$ cat config.mk
export PLATFORM = sky130hd
export DESIGN_NAME = burst_addr_seq
export DESIGN_NICKNAME = d
export VERILOG_FILES = /design/src/rtl/bag_pkg.sv /design/src/rtl/bag_rst_sync.sv /design/src/rtl/bag_load_reg.sv /design/src/rtl/bag_beat_ctr.sv /design/src/rtl/bag_order_map.sv /design/src/rtl/burst_addr_seq.sv
export SDC_FILE = /design/constraint.sdc
export NUM_CORES = 1
export LEC_CHECK = 0
export ABC_AREA = 1
export BUFFER_PORTS_ARGS = -buffer_cell sky130_fd_sc_hd__buf_4
export CAP_MARGIN = 10
export CORE_AREA = 2 2 55 57
export CTS_BUF_LIST = sky130_fd_sc_hd__clkbuf_8
export CTS_CLUSTER_DIAMETER = 100
export DETAILED_ROUTE_END_ITERATION = 12
export DIE_AREA = 0 0 57 59
export PLACE_DENSITY = 0.65
export SLEW_MARGIN = 25
export SYNTH_ARGS = -nofsm -noshare
export SYNTH_HDL_FRONTEND = slang
export SYNTH_SLANG_ARGS = --single-unit
$ cat constraint.sdc
create_clock -name clk -period 2.1 [get_ports clk]
set_clock_uncertainty 0.05 [all_clocks]
set_input_delay 0.21 -clock clk [delete_from_list [all_inputs] [get_ports clk]]
set_output_delay 0.21 -clock clk [all_outputs]
set_load 0.03 [all_outputs]
$ cat src/rtl/bag_pkg.sv
package bag_pkg;
  typedef enum logic {
    ORD_INTERLEAVE = 1'b0,
    ORD_LINEAR     = 1'b1
  } burst_order_e;
endpackage

$ cat src/rtl/bag_rst_sync.sv
module bag_rst_sync #(
  parameter int STAGES = 2
) (
  input  logic clk,
  input  logic arst_n,
  output logic srst_n
);
  logic [STAGES-1:0] chain_q;

  always_ff @(posedge clk or negedge arst_n) begin
    if (!arst_n) chain_q <= '0;
    else         chain_q <= {chain_q[STAGES-2:0], 1'b1};
  end

  assign srst_n = chain_q[STAGES-1];
endmodule

$ cat src/rtl/bag_load_reg.sv
module bag_load_reg #(
  parameter int ADDR_W = 18
) (
  input  logic              clk,
  input  logic              rst_n,
  input  logic              load,
  input  logic [ADDR_W-1:0] addr_in,
  input  logic              ce_in,
  output logic [ADDR_W-1:0] base_q,
  output logic              sel_q
);
  logic [ADDR_W-1:0] base_d;
  logic              sel_d;

  always_comb begin
    base_d = base_q;
    sel_d  = sel_q;
    if (load) begin
      base_d = addr_in;
      sel_d  = ce_in;
    end
  end

  always_ff @(posedge clk or negedge rst_n) begin
    if (!rst_n) begin
      base_q <= '0;
      sel_q  <= 1'b0;
    end else begin
      base_q <= base_d;
      sel_q  <= sel_d;
    end
  end

  // the chip enable is captured only at a load edge
  a_r3_sel_capture: assert property (@(posedge clk) disable iff (!rst_n)
    load |=> sel_q == $past(ce_in));
  a_r3_sel_hold: assert property (@(posedge clk) disable iff (!rst_n)
    !load |=> $stable(sel_q));
endmodule

$ cat src/rtl/bag_beat_ctr.sv
module bag_beat_ctr #(
  parameter int BEAT_W = 2
) (
  input  logic              clk,
  input  logic              rst_n,
  input  logic              load,
  input  logic              adv,
  output logic [BEAT_W-1:0] beat_q
);
  localparam logic [BEAT_W-1:0] BEAT_LAST = {BEAT_W{1'b1}};
  logic [BEAT_W-1:0] beat_d;
  logic              beat_en;

  assign beat_en = load | adv;

  always_comb begin
    beat_d = beat_q;
    if (load)      beat_d = '0;
    else if (adv)  beat_d = beat_q + 1'b1;
  end

  always_ff @(posedge clk or negedge rst_n) begin
    if (!rst_n)       beat_q <= '0;
    else if (beat_en) beat_q <= beat_d;
  end

  // the last beat wraps back to zero
  a_r9_wrap: assert property (@(posedge clk) disable iff (!rst_n)
    (!load && adv && beat_q == BEAT_LAST) |=> beat_q == '0);
  // a load clears the beat count even when adv is high
  a_r8_load_first: assert property (@(posedge clk) disable iff (!rst_n)
    load |=> beat_q == '0);
endmodule

$ cat src/rtl/bag_order_map.sv
module bag_order_map
  import bag_pkg::*;
#(
  parameter int BEAT_W = 2
) (
  input  burst_order_e      order,
  input  logic [BEAT_W-1:0] start,
  input  logic [BEAT_W-1:0] beat,
  output logic [BEAT_W-1:0] low
);
  logic [BEAT_W-1:0] lin_low;
  logic [BEAT_W-1:0] ilv_low;

  assign lin_low = start + beat;

  for (genvar i = 0; i < BEAT_W; i++) begin : g_ilv
    assign ilv_low[i] = start[i] ^ beat[i];
  end

  assign low = (order == ORD_LINEAR) ? lin_low : ilv_low;
endmodule

$ cat src/rtl/burst_addr_seq.sv
module burst_addr_seq
  import bag_pkg::*;
#(
  parameter int ADDR_W = 18,
  parameter int BEAT_W = 2
) (
  input  logic              clk,
  input  logic              rst_n,
  input  logic [ADDR_W-1:0] addr_in,
  input  logic              strb_cpu,
  input  logic              strb_ctl,
  input  logic              adv,
  input  logic              order_lin,
  input  logic              ce,
  output logic [ADDR_W-1:0] addr_out,
  output logic              sel_out
);
  localparam int UP_W = ADDR_W - BEAT_W;

  logic              srst_n;
  logic              load;
  logic [ADDR_W-1:0] base_q;
  logic [BEAT_W-1:0] beat_q;
  logic [BEAT_W-1:0] low;
  burst_order_e      order;

  assign load  = strb_cpu | strb_ctl;
  assign order = burst_order_e'(order_lin);

  bag_rst_sync #(.STAGES(2)) u_rst (
    .clk(clk), .arst_n(rst_n), .srst_n(srst_n)
  );

  bag_load_reg #(.ADDR_W(ADDR_W)) u_load (
    .clk(clk), .rst_n(srst_n), .load(load), .addr_in(addr_in),
    .ce_in(ce), .base_q(base_q), .sel_q(sel_out)
  );

  bag_beat_ctr #(.BEAT_W(BEAT_W)) u_beat (
    .clk(clk), .rst_n(srst_n), .load(load), .adv(adv), .beat_q(beat_q)
  );

  bag_order_map #(.BEAT_W(BEAT_W)) u_map (
    .order(order), .start(base_q[BEAT_W-1:0]), .beat(beat_q), .low(low)
  );

  assign addr_out = {base_q[ADDR_W-1:BEAT_W], low};

  // either strobe loads the whole address
  a_r2_load: assert property (@(posedge clk) disable iff (!srst_n)
    load |=> addr_out == $past(addr_in));
  // the upper bits only change at a load
  a_r4_upper: assert property (@(posedge clk) disable iff (!srst_n)
    !load |=> addr_out[ADDR_W-1:BEAT_W] == $past(addr_out[ADDR_W-1:BEAT_W]));
  // a wait cycle holds the address
  a_r7_hold: assert property (@(posedge clk) disable iff (!srst_n)
    (!load && !adv) |=> $stable(addr_out));
  // linear order steps the low bits by one
  a_r5_linear: assert property (@(posedge clk) disable iff (!srst_n)
    (!load && adv && order_lin && $stable(order_lin)) |=>
      addr_out[BEAT_W-1:0] == BEAT_W'($past(addr_out[BEAT_W-1:0]) + 1'b1));
  // nothing is selected while the synchronized reset is low
  a_r1_reset: assert property (@(posedge clk)
    !srst_n |-> (addr_out == '0 && !sel_out));

  initial a_r1_params: assert (UP_W >= 0 && BEAT_W >= 1);
endmodule

# Yosys cells after proc, flatten, opt, wreduce, memory -nomap -nowiden
# Index checks and enable logic that the tools add are counted.
# totals
elab_cells	15
mem_bits_rw	0
latch_bits	0
in_bits	25
n_memories	0
rom_bits	0
reg_bits	23
output_inout_bits	19
# op_classes
shift	0
order_cmp	0
n_div	0
bitwise	4
mul	0
n_reduce_logical	2
eq_ne	0
mux	3
add_sub_neg	2
# ops
op	count
2-to-1 mux 2 bit	3
adder 2 x 1 -> 2 bit, second input constant	1
adder 2 bit	1
OR 1 bit	2
AND reduction 2 bit	1
nonzero test 2 bit	1
XOR 1 bit	2

# Depth between registers and ports, before layout
# logic_depth
depth_word	3
ltp_mapped	6
depth_no_buf	6

# By module
# Synthesis repeated with hierarchy kept, for this count alone.
# unflattened
cells_unflattened	110
area_unflattened_um2	949.7
# modules_own_cells
mod	seq_area_each_um2	cells_per_inst	area_per_inst_um2	n_inst
bag_load_reg	475.5	80	738.2	1
bag_beat_ctr	50.0	11	86.3	1
bag_order_map	0.0	13	60.1	1
bag_rst_sync	50.0	3	53.8	1
burst_addr_seq	0.0	3	11.3	1

# Worst setup path before layout
# Ideal clock, no wire load.
# synth_timing
path_kind	register -> output
start	reg u_beat.beat_q[0]
end	out addr_out[1]
t_arrival_ns	0.959
n_path_buf	0
setup_slack_ns	0.881
path_stages_with_launch	7
required_ns	1.840
cell_sequence	dfrtp_1 ha_1 nand2_1 inv_1 nand3_1 nand2_1 inv_1
# synth_between
elab_chain_cells	2
# synth_lines
item	line_no	rtl
start, declared	bag_beat_ctr.sv:8	output logic [BEAT_W-1:0] beat_q
start signal, assigned	bag_beat_ctr.sv:24	else if (beat_en) beat_q <= beat_d;
adder 2 bit	bag_order_map.sv:14	assign lin_low = start + beat;
2-to-1 mux 2 bit	bag_order_map.sv:20	assign low = (order == ORD_LINEAR) ? lin_low : ilv_low;
end, declared	burst_addr_seq.sv:15	output logic [ADDR_W-1:0] addr_out,
# No other way between the ends.

# Worst setup path after layout
# Same ends and word-level chain as after synthesis.

==> results.toml <==
[placed_design]
io_buffers = 43
place.gp.congestion = 0.704
dpl_cell_area_mm2 = 0.00127
hpwl_um = 1450

[yosys]
postSynthCellCount = 122
synth-seq-cells = 23
syn_nets = 148
ys_seq_area_frac = 0.542
syn-cell-area_mm2 = 0.00106
ys_warn_count = 0
ys_types = 12
avgSynthCellArea_um2 = 8.71

[die]
ios = 44
die_x_um = 57
std_cell_rows = 19
die_y_um = 59
start_util = 0.392
fp.dieArea_mm2 = 0.00336
core-area_mm2 = 0.00271

[sta]
post-route-period-util = 0.726
tightestPinTransition_ps = 822
fin_tns_setup_ps = 0
period_minus_slack_ps = 1520
setup-violations-final = 0
relSlewSlack = 0.452
final-max-slew-violation-count = 0
grt_setup_unrepaired = "false"
hold_viol_final = 0
max_freq_mhz = 656

[routing]
wl_per_cell_um = 10.3
via_per_inst = 4.30
drc = 0
drtAntennaViolNets = 0
drt_pre_antenna_iters = 4
drt_iter0_drc = 38
vias = 783
routed_wl_um = 1880

[global_routing]
grt-ovfl-total = 0
antenna_found_initial = 0
grt_pass1_wl_um = 3180
grt_usage = 0.122
grt_max_degree = 22
first_global_vias = 738

[final_layout]
stdcell_area_mm2 = 0.00133
fin_nets = 178
layout_commonest_cell = "nand2_1"
insertedDiodeCount = 0
final_cell_mix = "62 x nand2_1, 44 x buf_4, 23 x dfrtp_1"
syn2layout_area_growth_pct = 24.7
drive_gt1_frac = 0.344

[critical_path]
path_cells = "ha_1 > nand2_1 > inv_1 > nand3_1 > nand2_1 > inv_1 > buf_4"
endpoint_kind = "output port"
slowest_stage = "dfrtp_1"
cp_data_required_time_ps = 1840
cp_max_fo = 3
cp-start-kind = "flip-flop"
max_stage_delay_ps = 410
crit_type = "flip-flop to output port"
critPathArrivalTime_ps = 1260

[cts]
clock_latency_ps = 260
cts_buffers = 3
path_clk_slew_ps = 80
cts_buffer_depth = 2
cts_tree = "done"
cts-htree-levels = 1
postCtsResizedCells = 0
root_buffer = "clkbuf_8"
cts_sinks = 23

[min_path]
hp-class = "primary input to flip-flop"

[power_and_ir_drop]
p_leak_nw = 0.756
vdd_drop_max_mv = 0.429
p_per_area_mw_per_mm2 = 732

[run_status]
status = "completed"

[flow_run]
drv_cap = 0
## timing repair
action,in CTS,in global routing
hold endpoints to repair,2,0
buffers inserted,0,0
hold buffers,1,0
## state kept, by name, summed over array words and instances, names as in the netlist
| register | cells |
|---|---|
| u_beat.beat_q | 2 |
| u_load.sel_q | 1 |
| u_rst.chain_q | 2 |
| u_load.base_q | 18 |
## synthesized netlist by cell type
cell type  count  area [um2]
inv_2          1        3.75
buf_6          3        33.8
inv_1          5        18.8
nand2_1       62         233
nor2_1         3        11.3
ha_1           1        12.5
conb_1         1        3.75
nand3_1        2        10.0
dfrtp_1       23         576
buf_4         17         128
o21ai_2        3        26.3
nor2_2         1        6.26
## cells by family (layout without fill, tap and decap cells)
logic type                 Yosys count  in the layout  share of synthesized area
AOI/OAI and AO/OA                    3              3                     0.0247
other                                1              1                    0.00353
and+or+nand+nor                     68             68                      0.245
adders and majority gates            1              1                     0.0118
buffers and inverters               26             55                      0.173
DFF                                 23             23                      0.542
## worst paths after layout
check,startpoint,endpoint,slack (ps),cells after the start
worst max-delay path,u_beat.beat_q[0]$_DFFE_PN0P_,addr_out[1],580,7
worst min-delay path,addr_in[5],u_load.base_q[5]$_DFFE_PN0P_,90,3
worst max register to register,u_rst.chain_q[1]$_DFF_PN0_,u_load.base_q[7]$_DFFE_PN0P_,1200,0
worst min register to register,u_rst.chain_q[1]$_DFF_PN0_,u_load.base_q[12]$_DFFE_PN0P_,300,0
max in group asynchronous,u_rst.chain_q[1]$_DFF_PN0_,u_load.base_q[7]$_DFFE_PN0P_,1200,0
min in group asynchronous,rst_n,u_rst.chain_q[1]$_DFF_PN0_,210,2
## metal layers
metal | share of wire | wire [um] | vias to the layer above | track usage
met3 | 0.088 | 165 | 2 | 0.0306
met2 | 0.45 | 845 | 35 | 0.190
met5 | 0 | 0 | - | 0
met1 | 0.45 | 853 | 341 | 0.168
met4 | 0.0085 | 16 | 0 | 0.0399
li1 | - | - | 405 | -
## power by group
group | total (mW) | leakage [nW] | internal (mW) | switching [mW]
sequential | 0.502 | 0.278 | 0.476 | 0.0257
clock | 0.260 | 0.0269 | 0.130 | 0.130
combinational | 0.209 | 0.452 | 0.0886 | 0.120
total | 0.971 | 0.756 | 0.695 | 0.276
## final cells by class
| cell class | count | area (um2) |
|---|---|---|
| sequential | 23 | 576 |
| multi-input combinational | 73 | 303 |
| inverter | 6 | 22.5 |
| tap | 31 | 38.8 |
| clock inverter | 1 | 3.75 |
| clock buffer | 3 | 41.3 |
| timing repair buffer | 45 | 340 |
| fill | 269 | 1390 |
## critical path, delay by kind of cell (launching register included)
| family | cells | cell delay [ps] |
|---|---|---|
| buffers and inverters | 3 | 220 |
| adders and majority gates | 1 | 190 |
| and+or+nand+nor | 3 | 190 |
| DFF | 1 | 410 |
## stage by stage
stage                     cells  total power, mW  utilization  hold slack (ps)  worst slack (ps)
after floorplan             122            0.664            -             -136               881
after global placement      177            0.718        0.469            -57.4               878
after detailed placement    177            0.721        0.469            -57.3               853
after CTS                   182            0.986        0.489             88.3               566
after global routing        182             1.02        0.489             87.3               473
final                       182            0.971        0.489             93.2               575
Note: power is estimated with default switching activity, not from simulation.
